### config.mk
export PLATFORM = sky130hd
export DESIGN_NAME = sbio_unit
export DESIGN_NICKNAME = d
export VERILOG_FILES = /design/src/rtl/sbio_pkg.sv /design/src/rtl/sbio_seq.sv /design/src/rtl/sbio_addr.sv /design/src/rtl/sbio_shreg.sv /design/src/rtl/sbio_unit.sv
export SDC_FILE = /design/constraint.sdc
export NUM_CORES = 1
export LEC_CHECK = 0
export BUFFER_PORTS_ARGS = -buffer_cell sky130_fd_sc_hd__buf_2
export CAP_MARGIN = 20
export CELL_PAD_IN_SITES_DETAIL_PLACEMENT = 1
export CELL_PAD_IN_SITES_GLOBAL_PLACEMENT = 1
export CORE_ASPECT_RATIO = 1.25
export CORE_MARGIN = 5
export CORE_UTILIZATION = 41
export CTS_CLUSTER_DIAMETER = 30
export CTS_CLUSTER_SIZE = 24
export DETAILED_ROUTE_END_ITERATION = 10
export PLACE_DENSITY = 0.87
export REMOVE_ABC_BUFFERS = 1
export SKIP_CTS_REPAIR_TIMING = 1
export SLEW_MARGIN = 5
export SYNTH_ARGS = -nofsm -noshare
export SYNTH_HDL_FRONTEND = slang
export SYNTH_SLANG_ARGS = --single-unit
### constraint.sdc
create_clock -name clk -period 3.35 [get_ports clk]
set_clock_uncertainty 0.15 [all_clocks]
set_input_delay 0 -clock clk [delete_from_list [all_inputs] [get_ports clk]]
set_output_delay 0 -clock clk [all_outputs]
set_load 0.01 [all_outputs]
### src/rtl/sbio_pkg.sv
package sbio_pkg;
  localparam int SBIO_ADDR_W = 12;
  localparam int SBIO_DATA_W = 16;

  typedef enum logic {
    PH_SETUP  = 1'b0,
    PH_STROBE = 1'b1
  } sbio_phase_e;
endpackage

### src/rtl/sbio_seq.sv
module sbio_seq
  import sbio_pkg::*;
#(
  parameter int DATA_W = SBIO_DATA_W,
  parameter int LEN_W  = $clog2(DATA_W),
  parameter int CNT_W  = $clog2(DATA_W + 1)
) (
  input  logic             clk,
  input  logic             rst_n,
  input  logic             req_valid,
  input  logic             req_dir,
  input  logic [LEN_W-1:0] req_len,
  output logic             start,
  output logic             busy,
  output logic             phase_hi,
  output logic             dir_wr,
  output logic             step_end,
  output logic             bit_step,
  output logic             last_step,
  output logic             done,
  output logic [CNT_W-1:0] nbits
);
  // Field width from the length code; 0 (or any code past DATA_W) selects the full width.
  function automatic logic [CNT_W-1:0] len_decode(input logic [LEN_W-1:0] code);
    if (code == '0 || CNT_W'(code) > CNT_W'(DATA_W))
      return CNT_W'(DATA_W);
    else
      return CNT_W'(code);
  endfunction

  logic             busy_q;
  sbio_phase_e      phase_q;
  logic [CNT_W-1:0] idx_q;
  logic [CNT_W-1:0] nbits_q;
  logic             dir_q;
  logic             done_q;

  assign start     = req_valid && !busy_q;
  assign step_end  = busy_q && (phase_q == PH_STROBE);
  assign last_step = step_end && (idx_q == nbits_q - CNT_W'(1));
  assign bit_step  = step_end && !last_step;

  always_ff @(posedge clk) begin
    if (!rst_n) begin
      busy_q  <= 1'b0;
      phase_q <= PH_SETUP;
      idx_q   <= '0;
      nbits_q <= CNT_W'(1);
      dir_q   <= 1'b0;
      done_q  <= 1'b0;
    end else begin
      done_q <= last_step;
      if (start) begin
        busy_q  <= 1'b1;
        phase_q <= PH_SETUP;
        idx_q   <= '0;
        nbits_q <= len_decode(req_len);
        dir_q   <= req_dir;
      end else if (busy_q) begin
        if (phase_q == PH_SETUP) begin
          phase_q <= PH_STROBE;
        end else begin
          phase_q <= PH_SETUP;
          if (last_step) busy_q <= 1'b0;
          else           idx_q  <= idx_q + CNT_W'(1);
        end
      end
    end
  end

  assign busy     = busy_q;
  assign phase_hi = busy_q && (phase_q == PH_STROBE);
  assign dir_wr   = dir_q;
  assign done     = done_q;
  assign nbits    = nbits_q;
endmodule

### src/rtl/sbio_addr.sv
module sbio_addr
  import sbio_pkg::*;
#(
  parameter int ADDR_W = SBIO_ADDR_W
) (
  input  logic              clk,
  input  logic              rst_n,
  input  logic              start,
  input  logic [ADDR_W-1:0] base,
  input  logic              bit_step,
  output logic [ADDR_W-1:0] addr
);
  // Next bit address; the space wraps at 2**ADDR_W.
  function automatic logic [ADDR_W-1:0] addr_inc(input logic [ADDR_W-1:0] a);
    return a + ADDR_W'(1);
  endfunction

  logic [ADDR_W-1:0] addr_q;

  always_ff @(posedge clk) begin
    if (!rst_n)        addr_q <= '0;
    else if (start)    addr_q <= base;
    else if (bit_step) addr_q <= addr_inc(addr_q);
  end

  assign addr = addr_q;
endmodule

### src/rtl/sbio_shreg.sv
module sbio_shreg
  import sbio_pkg::*;
#(
  parameter int DATA_W = SBIO_DATA_W,
  parameter int CNT_W  = $clog2(DATA_W + 1)
) (
  input  logic              clk,
  input  logic              rst_n,
  input  logic              start,
  input  logic              load_wr,
  input  logic [DATA_W-1:0] wdata,
  input  logic              dir_wr,
  input  logic              step_end,
  input  logic              last_step,
  input  logic [CNT_W-1:0]  nbits,
  input  logic              sin,
  output logic              sout_bit,
  output logic [DATA_W-1:0] rdata
);
  // Input bits enter at the top, so after n shifts the field sits in the top n bits.
  // Moving it down by DATA_W-n brings bit 0 to position 0 and leaves zeros above.
  function automatic logic [DATA_W-1:0] align_read(input logic [DATA_W-1:0] v,
                                                   input logic [CNT_W-1:0]  n);
    return v >> (CNT_W'(DATA_W) - n);
  endfunction

  logic [DATA_W-1:0] sh_q;
  logic [DATA_W-1:0] sh_next;
  logic [DATA_W-1:0] rd_q;

  assign sh_next = {(dir_wr ? 1'b0 : sin), sh_q[DATA_W-1:1]};

  always_ff @(posedge clk) begin
    if (!rst_n) begin
      sh_q <= '0;
      rd_q <= '0;
    end else begin
      if (start)         sh_q <= load_wr ? wdata : '0;
      else if (step_end) sh_q <= sh_next;
      if (last_step && !dir_wr) rd_q <= align_read(sh_next, nbits);
    end
  end

  assign sout_bit = sh_q[0];
  assign rdata    = rd_q;
endmodule

### src/rtl/sbio_unit.sv
module sbio_unit
  import sbio_pkg::*;
#(
  parameter int ADDR_W = SBIO_ADDR_W,
  parameter int DATA_W = SBIO_DATA_W
) (
  input  logic                      clk,
  input  logic                      rst_n,
  input  logic                      req_valid,
  input  logic                      req_dir,
  input  logic [$clog2(DATA_W)-1:0] req_len,
  input  logic [ADDR_W-1:0]         req_base,
  input  logic [DATA_W-1:0]         req_wdata,
  output logic                      busy,
  output logic                      done,
  output logic [DATA_W-1:0]         rd_data,
  output logic [ADDR_W-1:0]         io_addr,
  output logic                      io_sout,
  output logic                      io_strobe,
  input  logic                      io_sin
);
  localparam int LEN_W = $clog2(DATA_W);
  localparam int CNT_W = $clog2(DATA_W + 1);

  logic             start;
  logic             phase_hi;
  logic             dir_wr;
  logic             step_end;
  logic             bit_step;
  logic             last_step;
  logic [CNT_W-1:0] nbits;
  logic             sout_bit;

  sbio_seq #(.DATA_W(DATA_W), .LEN_W(LEN_W), .CNT_W(CNT_W)) u_seq (
    .clk(clk), .rst_n(rst_n), .req_valid(req_valid), .req_dir(req_dir),
    .req_len(req_len), .start(start), .busy(busy), .phase_hi(phase_hi),
    .dir_wr(dir_wr), .step_end(step_end), .bit_step(bit_step),
    .last_step(last_step), .done(done), .nbits(nbits)
  );

  sbio_addr #(.ADDR_W(ADDR_W)) u_addr (
    .clk(clk), .rst_n(rst_n), .start(start), .base(req_base),
    .bit_step(bit_step), .addr(io_addr)
  );

  sbio_shreg #(.DATA_W(DATA_W), .CNT_W(CNT_W)) u_shreg (
    .clk(clk), .rst_n(rst_n), .start(start), .load_wr(req_dir),
    .wdata(req_wdata), .dir_wr(dir_wr), .step_end(step_end),
    .last_step(last_step), .nbits(nbits), .sin(io_sin),
    .sout_bit(sout_bit), .rdata(rd_data)
  );

  assign io_sout   = busy && dir_wr && sout_bit;
  assign io_strobe = phase_hi && dir_wr;
endmodule

==> results summary, run 1 <==
In the routed design, unresolved DRC markers number 0. The actual transition at the worst max-transition pin came out at 1.088 ns. The overall overflow remaining after global route came out at 0.

The final non-filler cell area is 0.004414 sq mm. The buffer and inverter count on the worst path came out at 2. The number of cell rows is 37.

The largest net degree at the start of global routing is 45. The filler cell count in the final layout came out at 1009. The number of DRC markers after the initial detailed-route iteration came out at 268.

The met2 track demand over resource is 35.87%. The length of the first detailed-routing pass in iterations came out at 4. The setup slack of the worst register-to-register path is 0.61 ns. The area taken by flip-flops and latches came out at 0.001161 sq mm.

The maximum vdd ir drop came out at 0.2108 mV. The boundary pin count came out at 69. The first global-routing pass estimated 18390 microns of wire. The mean instance size in the synthesized netlist is 8.123 sq um. The deepest clock path buffer count came out at 2. Among all stages on the critical path, the largest delay is contributed by sky130_fd_sc_hd__ha_1. The final net count came out at 559. The required time of the critical path came out at 3.47 ns. The total count of hold-check failures in the final report is 6. The standby leakage power came out at 0.001729 uW.

Net switching is 31.06% of the power. The worst setup path is of the reg -> reg kind. The dominant synthesized flop cell is sky130_fd_sc_hd__dfxtp_1. The tree is rooted in a sky130_fd_sc_hd__clkbuf_8.

Counting distinct cell types in the post-synthesis netlist gives 51. The largest single stage delay on the critical path is 0.41 ns. The critical path launch point type is a flop.

Once detail routing completed, the nets flagged for antenna violations numbered 0. The worst relative slew slack came out at 27.31%. The post-synthesis simple-gate area fraction came out at 22.16%. For this block, the via count after detailed routing is 3799. The largest family of logic cells by synthesized area is compound AO/OA/AOI/OAI gates. The final critical-path share of the clock period came out at 81.74%. The met3 demand-to-capacity share in global routing came out at 4.987%. The clock tree from TritonCTS is yes. The number of buffers created by CTS came out at 9. The die outline height is 113.3 microns. The flow ran to the end, but the final reports show violations. The number of failing setup endpoints in the final timing report is 0. The total power per unit cell area came out at 427.7 mW/mm^2. The combinational power share is 22.2%.

sky130_fd_sc_hd__dfxtp_1 takes more of the synthesized area than any other cell. Input and output buffers added on the ports amount to 68. The total number of yosys warnings came out at 0. The width of the die is 92.65 microns. The minimum period implied by the final worst setup slack is 2.738 ns.

The relative area change from synthesis to final layout is 26.09%. The number of antenna violations at the first check in global routing came to 0. The mapped netlist covers 0.003501 sq mm. The count of final max-slew check failures came out at 0.

The worst hold slack came out at -0.01652 ns. The critical path data arrival time came out at 2.86 ns. Setup repair after global routing left no endpoint under its margin.

The share of the synthesized netlist area taken by xor and xnor gates came out at 1.716%. The number of flops mapped to enable cells by yosys came out at 0. The sink count of the clock tree came out at 58. The checks that failed: hold timing. The tool flagged a number of max-cap violations equal to 0.

The share of synthesized area spent on multiplexers is 9.185%. After synthesis the netlist holds a flip-flop and latch count of 58. The count of H-tree levels built during CTS is 3. The fraction of synthesis flops using an asynchronous set or reset pin came out at 0%. The share of final-layout standard cells stronger than drive strength 1 is 20.65%. After floorplanning, the core was sized to cover 0.008287 sq mm.

Global routing used 21.64% of the available tracks. The switching power came out at 586.5 uW. On the critical path the largest part of the delay comes from compound AO/OA/AOI/OAI gates. For this block, the routed nets add up to 12190 microns of wire.

The cell count after synthesis came out at 431. The number of diodes came out at 0. Once placement finished, the instance area stood at 0.003835 sq mm. Ranked by total cell area, the synthesized netlist is headed by sky130_fd_sc_hd__dfxtp_1, sky130_fd_sc_hd__a21oi_1, sky130_fd_sc_hd__nand2_1. Detailed placement finished with a half-perimeter wire length of 7722 microns. The met1 capacity usage during global routing came out at 26.95%. The area occupied by multi-input gates came out at 0.002137 sq mm.

The detailed-route vias per instance came out at 6.127. The synthesized netlist devotes 26.84% of its cell area to compound gates. The overall power after layout is 1888 uW. The post-detailed-route wirelength per cell came out at 19.66 microns. The effective utilization at floorplan is 42.25%.

The relative contribution of sequential cells to total power is 41.0%. The adder and majority cell fraction of the synthesized area came out at 1.072%. The class of the worst hold path is in -> reg. The part of the Yosys area used for sequential elements came out at 33.17%. The summed negative setup slack over all endpoints came out at 0 ns. The maximum frequency from static timing analysis is 0.3652 GHz. The number of global-route vias before repair came out at 3686. met2 is the most crowded layer. The cell-internal power is 1302 uW.

The full die area came out at 0.01050 sq mm. Clock-pin slew was measured on the worst setup and hold paths at 0.07 ns. STA classifies the critical path endpoint as a flop.

Of all nets on the critical path, the largest fanout is 24. The signal on the critical path passes through inv_1 -> ha_1 -> nor4bb_1 -> o211ai_2 -> a2111oi_4 -> buf_4 -> o21ai_0 -> a31oi_1. The clock power share is 36.8%.

The area share of the largest cell type after synthesis came out at 33.17%. The worst-skew pair later-pin latency is 0.36 ns. The final weighted congestion in routability-driven placement is 0.9000.
-- cell families (layout without fill, tap and decap cells) --
family / Yosys count / after routing
AOI/OAI and AO/OA: 150 / 150
and+or+nand+nor: 152 / 152
DFF: 58 / 58
adders and majority gates: 3 / 3
muxes: 22 / 22
buffers and inverters: 40 / 132
xor gates and xnor gates: 6 / 6
-- cells in the final DEF, fill, tap and decap left out, types with 4 or more instances in the layout --
cell                            count
sky130_fd_sc_hd__clkbuf_8          12
sky130_fd_sc_hd__nand3_1           17
sky130_fd_sc_hd__nor2b_1            7
sky130_fd_sc_hd__mux4_2             8
sky130_fd_sc_hd__and3_1             5
sky130_fd_sc_hd__a21oi_1           48
sky130_fd_sc_hd__buf_2             68
sky130_fd_sc_hd__nand2_1           64
sky130_fd_sc_hd__inv_1              4
sky130_fd_sc_hd__and2_1             6
sky130_fd_sc_hd__dfxtp_1           58
sky130_fd_sc_hd__nor2_1            12
sky130_fd_sc_hd__a31oi_1           15
sky130_fd_sc_hd__or4_1              6
sky130_fd_sc_hd__buf_4              8
sky130_fd_sc_hd__dlygate4sd3_1     36
sky130_fd_sc_hd__o31ai_1            6
sky130_fd_sc_hd__a311oi_1          15
sky130_fd_sc_hd__nor3_1             4
sky130_fd_sc_hd__mux2i_1           13
sky130_fd_sc_hd__or3_1              6
sky130_fd_sc_hd__nor3b_1            7
sky130_fd_sc_hd__o21ai_0           46
-- stage by stage --
stage | instances | utilization (%) | hold slack, ns | worst slack, ns
after global placement | 568 | 46.28 | 0.1114 | 0.8418
after floorplan | 395 | - | -0.06113 | -0.4314
after CTS | 583 | 48.74 | -0.2387 | 0.6795
after global routing | 620 | 53.27 | -0.006841 | 0.4470
final | 620 | 53.27 | -0.01652 | 0.6117
after detailed placement | 568 | 46.28 | 0.1385 | 0.6782
-- state kept, by name (all words and copies together), names as in the netlist --
name / flops
u_shreg.rdata: 16
u_shreg.sh_q: 16
u_addr.addr: 12
u_seq.idx_q: 5
u_seq.nbits: 5
u_seq.busy: 1
u_seq.dir_wr: 1
u_seq.done: 1
u_seq.phase_q: 1
-- cells in the mapped netlist, types with 3 or more instances --
cell type	instances
sky130_fd_sc_hd__nor2_1	12
sky130_fd_sc_hd__mux2i_1	13
sky130_fd_sc_hd__buf_6	5
sky130_fd_sc_hd__o31ai_1	6
sky130_fd_sc_hd__a311oi_1	15
sky130_fd_sc_hd__a221oi_1	3
sky130_fd_sc_hd__or4_1	6
sky130_fd_sc_hd__nor3_1	4
sky130_fd_sc_hd__nor4_1	3
sky130_fd_sc_hd__xor2_1	3
sky130_fd_sc_hd__nor2b_1	7
sky130_fd_sc_hd__nand4_1	3
sky130_fd_sc_hd__inv_1	4
sky130_fd_sc_hd__buf_4	3
sky130_fd_sc_hd__mux4_2	8
sky130_fd_sc_hd__and2_1	6
sky130_fd_sc_hd__a21oi_1	48
sky130_fd_sc_hd__nand3_1	17
sky130_fd_sc_hd__o21ai_0	46
sky130_fd_sc_hd__clkbuf_1	20
sky130_fd_sc_hd__or3_1	6
sky130_fd_sc_hd__nand2_1	64
sky130_fd_sc_hd__and3_1	5
sky130_fd_sc_hd__nor3b_1	7
sky130_fd_sc_hd__ha_1	3
sky130_fd_sc_hd__nand2b_1	4
sky130_fd_sc_hd__buf_2	5
sky130_fd_sc_hd__a31oi_1	15
sky130_fd_sc_hd__dfxtp_1	58
sky130_fd_sc_hd__buf_1	3
-- routing by layer --
metal	part of all wire, %	wire, microns
met1	41	5036
met2	49	6012
met3	5.5	668
met4	3.9	472
met5	0	0
-- power by group through the flow --
stage               sequential (uW)  combinational (uW)  clock (uW)
floorplan                       784                 233           0
global placement                782                 356           0
detailed placement              786                 372           0
CTS                             771                 374         701
global route                    780                 454         733
finish                          774                 419         695
-- path summary, 6_finish.rpt --
| path | startpoint | endpoint | depth (start not counted) |
|---|---|---|---|
| worst max-delay path | u_seq.nbits[1]$_SDFFE_PN0P_ | u_shreg.rdata[5]$_SDFFE_PN0P_ | 8 |
| worst min-delay path | rst_n | u_addr.addr[11]$_SDFFE_PN0P_ | 3 |
| worst max register to register | u_seq.nbits[1]$_SDFFE_PN0P_ | u_shreg.rdata[5]$_SDFFE_PN0P_ | 8 |
| worst min register to register | u_shreg.rdata[13]$_SDFFE_PN0P_ | u_shreg.rdata[13]$_SDFFE_PN0P_ | 2 |
-- worst register-to-register path: stages, from the launching register on --
cell and delay [ns]:
sky130_fd_sc_hd__dfxtp_1 0.39, sky130_fd_sc_hd__inv_1 0.09, sky130_fd_sc_hd__ha_1 0.41, sky130_fd_sc_hd__nor4bb_1 0.39, sky130_fd_sc_hd__o211ai_2 0.17, sky130_fd_sc_hd__a2111oi_4 0.35
sky130_fd_sc_hd__buf_4 0.30, sky130_fd_sc_hd__o21ai_0 0.16, sky130_fd_sc_hd__a31oi_1 0.24
-- cell type report --
type | instances | area share (%)
clock buffers | 13 | 3.827
clock inverters | 2 | 0.7937
inverters | 4 | 0.3401
multi-input cells | 333 | 48.41
flip-flops and latches | 58 | 26.30
well taps | 97 | 2.749
repair buffers | 113 | 17.57
Note: power is estimated with default switching activity, not from simulation.
==> inputs of run 2 (changes only) <==
--- a/config.mk
+++ b/config.mk
@@ -5,17 +5,18 @@
 export SDC_FILE = /design/constraint.sdc
 export NUM_CORES = 1
 export LEC_CHECK = 0
+export ABC_AREA = 1
 export BUFFER_PORTS_ARGS = -buffer_cell sky130_fd_sc_hd__buf_2
 export CAP_MARGIN = 20
 export CELL_PAD_IN_SITES_DETAIL_PLACEMENT = 1
 export CELL_PAD_IN_SITES_GLOBAL_PLACEMENT = 1
 export CORE_ASPECT_RATIO = 1.25
 export CORE_MARGIN = 5
-export CORE_UTILIZATION = 41
+export CORE_UTILIZATION = 35
 export CTS_CLUSTER_DIAMETER = 30
 export CTS_CLUSTER_SIZE = 24
 export DETAILED_ROUTE_END_ITERATION = 10
-export PLACE_DENSITY = 0.87
+export PLACE_DENSITY = 0.84
 export REMOVE_ABC_BUFFERS = 1
 export SKIP_CTS_REPAIR_TIMING = 1
 export SLEW_MARGIN = 5
==> constraint.sdc (replaced) <==
create_clock -name clk -period 2.45 [get_ports clk]
set_clock_uncertainty 0.15 [all_clocks]
set_input_delay 0 -clock clk [delete_from_list [all_inputs] [get_ports clk]]
set_output_delay 0 -clock clk [all_outputs]
set_load 0.01 [all_outputs]
==> results summary, run 2 <==
The flow ran to the end, but the final reports show violations. The checks that failed: hold timing. The number of failing setup endpoints in the final timing report is 0 (unchanged). The maximum frequency from static timing analysis is 0.4427 GHz (+21%).

The most frequent standard cell in the layout excluding fill and tap cells is sky130_fd_sc_hd__nand2_1. The buffer and inverter count on the worst path was 5 (+3). The class of the worst hold path is in -> reg. The worst relative slew slack was 54.02% (+27 points). The area occupied by multi-input gates is 0.002143 sq mm (+0.29%).

The count of H-tree levels built during CTS came out at 3 (unchanged). The first-pass GRT wire length is 19650 microns (+6.9%). The number of register bits inferred by synthesis is 58 (unchanged). The highest net fanout along the worst path is 21 (-13%). The sink count of the clock tree came out at 58 (unchanged). The number of global-route vias before repair was 4305 (+17%).

The number of antenna violations at the first check in global routing came out at 0 (unchanged). The critical path data arrival time is 2.38 ns (-0.48 ns). The post-detailed-route wirelength per cell came out at 15.20 microns (-23%).

The count of final max-slew check failures is 0 (unchanged). The total routing resource utilization after global routing is 18.71% (-2.9 points). The final core utilization was 46.09% (-7.2 points). The post-route antenna net violation count is 0 (unchanged). The fraction of synthesis flops using an asynchronous set or reset pin came to 0% (unchanged).

The detailed-route vias per instance is 5.157 (-16%). The number of DRC markers after the initial detailed-route iteration came out at 208 (-22%). The delay of the slowest cell on the worst path came out at 0.33 ns (-0.08 ns).

Setup repair after global routing left no endpoint under its margin. The area taken by flip-flops and latches is 0.001161 sq mm (unchanged). STA classifies the critical path startpoint as a flop.

The count of vias placed by the detailed router came to 4316 (+14%). The final net count came to 741 (+33%). The category of the critical setup timing path is reg -> reg. The minimum period implied by the final worst setup slack is 2.259 ns (-0.4797 ns). The maximum vdd ir drop came out at 0.3342 mV (+59%).

The share of final-layout standard cells stronger than drive strength 1 is 16.17% (-4.5 points). The die outline height is 125.0 microns (+10%). TritonCTS built the clock tree. The half-perimeter wire length after detailed placement was 8509 microns (+10%). The most used flip-flop cell after synthesis is sky130_fd_sc_hd__dfxtp_1. From synthesis to final layout, the design area changed by 30.05%. The standby leakage power is 0.002271 uW (+31%). Of all cell types, the one taking the most synthesized area is sky130_fd_sc_hd__dfxtp_1. The required time of the critical path came out at 2.57 ns (-0.90 ns). The actual transition at the worst max-transition pin came to 0.6844 ns (-0.4037 ns). The buffer cell driving the clock tree root is sky130_fd_sc_hd__clkbuf_16. The number of flops mapped to enable cells by yosys came out at 0 (unchanged). The length of the first detailed-routing pass in iterations is 4 (unchanged). The total count of hold-check failures in the final report is 1 (-5). The filler cell count in the final layout is 1394 (+38%). The largest net degree at the start of global routing came out at 31 (-31%). The slowest stage of the critical path belongs to the cell sky130_fd_sc_hd__dfxtp_1. The synthesized instance count came out at 607 (+41%). In the post-synthesis netlist, the biggest area contributors are sky130_fd_sc_hd__dfxtp_1, sky130_fd_sc_hd__nand2_1, sky130_fd_sc_hd__nand3_1. The number of cell rows came out at 42 (+14%).

The top cell types in the final layout, fill and taps aside, are sky130_fd_sc_hd__nand2_1, sky130_fd_sc_hd__nand3_1, sky130_fd_sc_hd__buf_2. The final weighted congestion in routability-driven placement is 0.8273 (-8.1%). The number of buffer cells added on primary ports is 68 (unchanged).

The critical path goes through inv_2 -> buf_4 -> nand4_1 -> nand2_2 -> nand2_1 -> nand2_2 -> inv_1 -> nor2_4 -> buf_12 -> nand3_4 -> nand2_1 -> inv_1 -> nor2_1. The width of the die came out at 102.0 microns (+10%). The register clock-pin slew on the reported worst setup and hold paths came to 0.05 ns (-0.02 ns).

The number of diodes came out at 0 (unchanged). The routed wire length is 12720 microns (+4.4%). The number of placed instances, taps included came to 784 (+38%). The part of the Yosys area used for sequential elements is 31.33% (-1.8 points). The number of buffers created by CTS is 9 (unchanged).

The cell area after synthesis was 0.003706 sq mm (+5.9%). The total power per unit cell area is 629.2 mW/mm^2 (+47%). The overall overflow remaining after global route came out at 0 (unchanged). The number of DRC violations after detailed routing came out at 0 (unchanged). The number of distinct library cells after synthesis is 29 (-43%).

The setup slack of the worst register-to-register path came to 0.19 ns (-0.42 ns). The boundary pin count is 69 (unchanged). Counting instances in the post-synthesis netlist gives the leading cell types as sky130_fd_sc_hd__nand2_1, sky130_fd_sc_hd__nand3_1, sky130_fd_sc_hd__inv_1, sky130_fd_sc_hd__dfxtp_1, sky130_fd_sc_hd__o21ai_0.

The total number of yosys warnings came out at 0 (unchanged). The area share of the largest cell type after synthesis came to 31.33% (-1.8 points). The worst hold slack is -0.007728 ns (+0.008790 ns). Among all cell types in the netlist, the one instantiated most often is sky130_fd_sc_hd__nand2_1. The kind of end point of the critical path is a flop.

The deepest clock path buffer count came out at 2 (unchanged). The full die area was 0.01276 sq mm (+22%). The max-cap violation count is 0 (unchanged). The number of standard cells in the final layout excluding fillers came to 837 (+35%). The mean instance size in the synthesized netlist came to 6.106 sq um (-25%). The worst-skew pair later-pin latency was 0.33 ns (-0.03 ns). The final critical-path share of the clock period is 92.19% (+10 points).

The effective utilization at floorplan is 35.44% (-6.8 points). The total core area was 0.01046 sq mm (+26%). The cell family contributing the most delay on the critical path is simple AND/OR/NAND/NOR gates.
==> run 2: cell count changes in the layout (fill, tap and decap cells not counted), moves of 15 or more <==
cell	before	now
sky130_fd_sc_hd__nand3_1	17	92
sky130_fd_sc_hd__a311oi_1	15	0
sky130_fd_sc_hd__nand2_1	64	165
sky130_fd_sc_hd__nor2_1	12	49
sky130_fd_sc_hd__inv_1	4	60
==> run 2: final timing paths <==
check / start / cells past startpoint / end
min: req_base[7] / 5 / u_addr.addr[7]$_SDFFE_PN0P_
max reg2reg: u_seq.nbits[0]$_SDFFE_PN1P_ / 13 / u_shreg.rdata[14]$_SDFFE_PN0P_
min reg2reg: u_seq.idx_q[4]$_SDFFE_PP0P_ / 2 / u_seq.idx_q[4]$_SDFFE_PP0P_
max: u_seq.nbits[0]$_SDFFE_PN1P_ / 13 / u_shreg.rdata[14]$_SDFFE_PN0P_
==> run 2: tightest hold or removal path: stages <==
cell and delay (ns):
sky130_fd_sc_hd__buf_2 0.09, sky130_fd_sc_hd__nor2_1 0.04, sky130_fd_sc_hd__a31oi_1 0.15, sky130_fd_sc_hd__a21oi_1 0.05
sky130_fd_sc_hd__nor2_1 0.10
==> run 2: layout make-up <==
| type | instances | area share, % |
|---|---|---|
| Clock buffer | 12 | 5.114 |
| Clock inverter | 3 | 0.8307 |
| Inverter | 66 | 5.140 |
| Multi-Input combinational cell | 448 | 44.47 |
| Sequential cell | 58 | 24.09 |
| Tap cell | 132 | 3.427 |
| Timing Repair Buffer | 118 | 16.93 |
==> run 2: logic make-up (layout without fill, tap and decap cells) <==
kind of cell | Yosys count | in the layout | share of synthesized area [%]
fa+ha+maj | 3 | 3 | 1.013
flops | 58 | 58 | 31.33
simple gates | 338 | 339 | 40.28
compound gates | 98 | 98 | 13.71
xor+xnor | 8 | 8 | 1.891
buf+inv | 102 | 199 | 11.78
==> run 2: routing by layer <==
layer	share of wire [%]	track usage (%)	up-vias
met5	0	0	-
met2	51	32.34	94
met4	2.5	7.104	0
met1	42	22.60	2037
met3	4.4	3.510	24
li1	-	-	2161
==> run 2: power breakdown <==
group          switching [uW]  internal, uW  leakage [uW]
Sequential               53.7          1000      0.000475
Combinational             460           283       0.00165
Clock                     431           805      0.000142
==> run 2: per-stage QoR <==
stage | setup slack [ns] | instance area (sq um) | hold slack [ns] | power (uW) | setup TNS, ns
4_1_cts | 0.07954 | 4407 | -0.2423 | 2980 | 0
3_5_place_dp | 0.1513 | 4120 | 0.1080 | 1723 | 0
6_report | 0.1914 | 4820 | -0.007728 | 3033 | 0
2_1_floorplan | -0.4647 | 3517 | -0.05136 | 1493 | -19.60
3_3_place_gp | 0.2721 | 4120 | 0.09783 | 1692 | 0
5_1_grt | 0.02444 | 4820 | 0.02056 | 3209 | 0
==> inputs of run 3 (changes only) <==
--- a/config.mk
+++ b/config.mk
@@ -5,14 +5,13 @@
 export SDC_FILE = /design/constraint.sdc
 export NUM_CORES = 1
 export LEC_CHECK = 0
-export ABC_AREA = 1
 export BUFFER_PORTS_ARGS = -buffer_cell sky130_fd_sc_hd__buf_2
 export CAP_MARGIN = 20
 export CELL_PAD_IN_SITES_DETAIL_PLACEMENT = 1
 export CELL_PAD_IN_SITES_GLOBAL_PLACEMENT = 1
 export CORE_ASPECT_RATIO = 1.25
-export CORE_MARGIN = 5
-export CORE_UTILIZATION = 35
+export CORE_MARGIN = 2
+export CORE_UTILIZATION = 37
 export CTS_CLUSTER_DIAMETER = 30
 export CTS_CLUSTER_SIZE = 24
 export DETAILED_ROUTE_END_ITERATION = 10
==> results summary, run 3 (synthesis gave the netlist of run 1 again) <==
The sink count of the clock tree is 58 (unchanged). The number of buffers created by CTS came out at 9 (unchanged). The total routing resource utilization after global routing came out at 22.95% (+4.2 points). The total core area is 0.009174 sq mm (-12%). The delay of the slowest cell on the worst path came to 0.36 ns (+0.03 ns). The kind of end point of the critical path is a flop. The worst-skew pair later-pin latency came to 0.33 ns (about the same). The filler cell count in the final layout came out at 1161 (-17%). The number of DRC markers after the initial detailed-route iteration was 209 (+0.48%). The overall power after layout is 2964 uW (-2.2%). The instance count on the critical path is 8 (-5). From synthesis to final layout, the design area changed by 34.38%. The final core utilization is 51.28% (+5.2 points). The worst hold slack came out at 0.02209 ns (+0.02982 ns).

The maximum frequency from static timing analysis is 0.4255 GHz (-3.9%). The final non-filler cell area came to 0.004705 sq mm (-2.4%). The total power per unit cell area is 630.1 mW/mm^2 (+0.14%). The first-pass GRT wire length came out at 18920 microns (-3.7%). The overall overflow remaining after global route is 0 (unchanged).

In this run the worst hold path is classified as in -> reg. The length of the first detailed-routing pass in iterations is 4 (unchanged). Setup repair after global routing left no endpoint under its margin.

The final setup slack of the worst path came out at 0.09966 ns (-0.09170 ns). On the critical path the largest part of the delay comes from compound AO/OA/AOI/OAI gates. The most frequent standard cell in the layout excluding fill and tap cells is sky130_fd_sc_hd__buf_2. The final critical-path share of the clock period is 95.93% (+3.7 points). The actual transition at the worst max-transition pin came out at 0.6128 ns (-0.07168 ns). In this run the critical register-to-register path is captured at u_addr.addr[9]$_SDFFE_PN0P_.

The number of failing setup endpoints in the final timing report is 0 (unchanged). The standby leakage power is 0.001843 uW (-19%). The boundary pin count was 69 (unchanged). The setup slack of the worst register-to-register path is 0.1 ns (-0.09 ns).

The launching instance or port of the critical path is u_seq.nbits[0]$_SDFFE_PN1P_. The number of antenna violations at the first check in global routing came out at 1 (+1). The worst setup path is launched from a flop.

The run finished with clean final reports. The clock tree from TritonCTS is yes. The worst setup path is of the reg -> reg kind.

The worst-path cell with the longest stage delay is sky130_fd_sc_hd__ha_1. The worst relative slew slack was 59.05% (+5.0 points). The most critical setup path has its endpoint at u_addr.addr[9]$_SDFFE_PN0P_. The count of vias placed by the detailed router came out at 3916 (-9.3%).

The share of final-layout standard cells stronger than drive strength 1 is 23.60% (+7.4 points). The required time of the critical path came out at 2.54 ns (-0.03 ns). The buffer and inverter count on the worst path is 2 (-3). The largest net degree at the start of global routing came out at 32 (+3.2%).

The number of buffer cells added on primary ports is 68 (unchanged). The register clock-pin slew on the reported worst setup and hold paths is 0.05 ns (about the same). The detailed-route vias per instance came to 5.951 (+15%). The number of cells traversed by the worst register-to-register path came out at 8 (-5). The maximum vdd ir drop came out at 0.3559 mV (+6.5%). The final net count is 569 (-23%). The startpoint identified for the worst register-to-register timing path is u_seq.nbits[0]$_SDFFE_PN1P_. The full die area is 0.01026 sq mm (-20%). The routed wire length is 12930 microns (+1.7%). The count of final max-slew check failures came out at 0 (unchanged).

The number of global-route vias before repair is 3853 (-10%). The area occupied by multi-input gates came out at 0.002161 sq mm (+0.82%). The post-route antenna net violation count is 0 (unchanged). The number of DRC violations after detailed routing came to 0 (unchanged). The max-cap violation count is 0 (unchanged).

The placement-stage worst setup slack came out at 0.07146 ns (-0.07981 ns). The half-perimeter wire length after detailed placement is 7943 microns (-6.7%). The count of H-tree levels built during CTS came to 3 (unchanged). The effective utilization at floorplan is 38.16% (+2.7 points). The total count of hold-check failures in the final report came out at 0 (-1). The highest net fanout along the worst path came to 31 (+48%). The deepest clock path buffer count is 2 (unchanged). The critical path data arrival time is 2.44 ns (+0.06 ns). The area taken by flip-flops and latches came to 0.001161 sq mm (unchanged). The width of the die is 91 microns (-11%). The critical path goes through inv_1 -> ha_1 -> xor2_1 -> o211ai_2 -> a211oi_2 -> buf_12 -> nor4_1 -> a211oi_1. The minimum period implied by the final worst setup slack is 2.350 ns (+0.09170 ns). The tree is rooted in a sky130_fd_sc_hd__clkbuf_16.

The post-detailed-route wirelength per cell is 19.66 microns (+29%). The area after detailed placement is 0.004008 sq mm (-2.7%). The die outline height is 112.8 microns (-9.8%). The final weighted congestion in routability-driven placement is 0.8994 (+8.7%). The number of cell rows came out at 39 (-7.1%). The library cells used most frequently in the layout, excluding fill and tap cells, are sky130_fd_sc_hd__buf_2, sky130_fd_sc_hd__nand2_1, sky130_fd_sc_hd__dfxtp_1.
## run 3: cell types whose count changed in the layout (fill, tap and decap cells not counted), sizes merged, moves of 7 or more
cell,delta
mux2i,+13
nor2,-41
nand3,-79
nor2b,+7
nor3b,+7
nand4,-9
nand2,-105
a21oi,+9
inv,-59
mux4,+8
a311oi,+15
a31oi,+13
## run 3: stage by stage
stage	std cells	setup TNS, ns
after floorplan	395	-40.50
after global placement	606	0
after detailed placement	606	0
after CTS	622	-0.01419
after global routing	658	0
final	658	0
## run 3: final cells by class
class / count / share of cell area (%)
Antenna cell: 1 / 0.05319
Clock buffer: 15 / 6.330
Clock inverter: 1 / 0.1064
Inverter: 4 / 0.3191
Multi-Input combinational cell: 333 / 45.93
Sequential cell: 58 / 24.68
Tap cell: 123 / 3.271
Timing Repair Buffer: 123 / 19.31
## run 3: how the worst min path moves through the flow
stage	cells after the start	start	end
2_1_floorplan	1	rst_n	u_seq.nbits[0]$_SDFFE_PN1P_
3_3_place_gp	3	req_len[0]	u_seq.nbits[0]$_SDFFE_PN1P_
3_5_place_dp	3	req_len[3]	u_seq.nbits[3]$_SDFFE_PN0P_
4_1_cts	3	req_len[1]	u_seq.nbits[1]$_SDFFE_PN0P_
5_1_grt	2	rst_n	u_seq.nbits[0]$_SDFFE_PN1P_
6_report	2	rst_n	u_seq.nbits[0]$_SDFFE_PN1P_
## run 3: report_power, final
group          internal (uW)  switching, uW  total (uW)
Sequential               994           66.9        1060
Combinational            280            361         641
Clock                    821            442        1260
Total                   2090            870        2960
## run 3: layer usage
layer,up-vias,wire length [microns],track usage [%],share of wire (%)
li1,1813,-,-,-
met1,1927,5275,26.73,41
met2,137,6664,41.53,52
met3,39,484,3.862,3.7
met4,0,510,9.495,3.9
met5,-,0,0,0
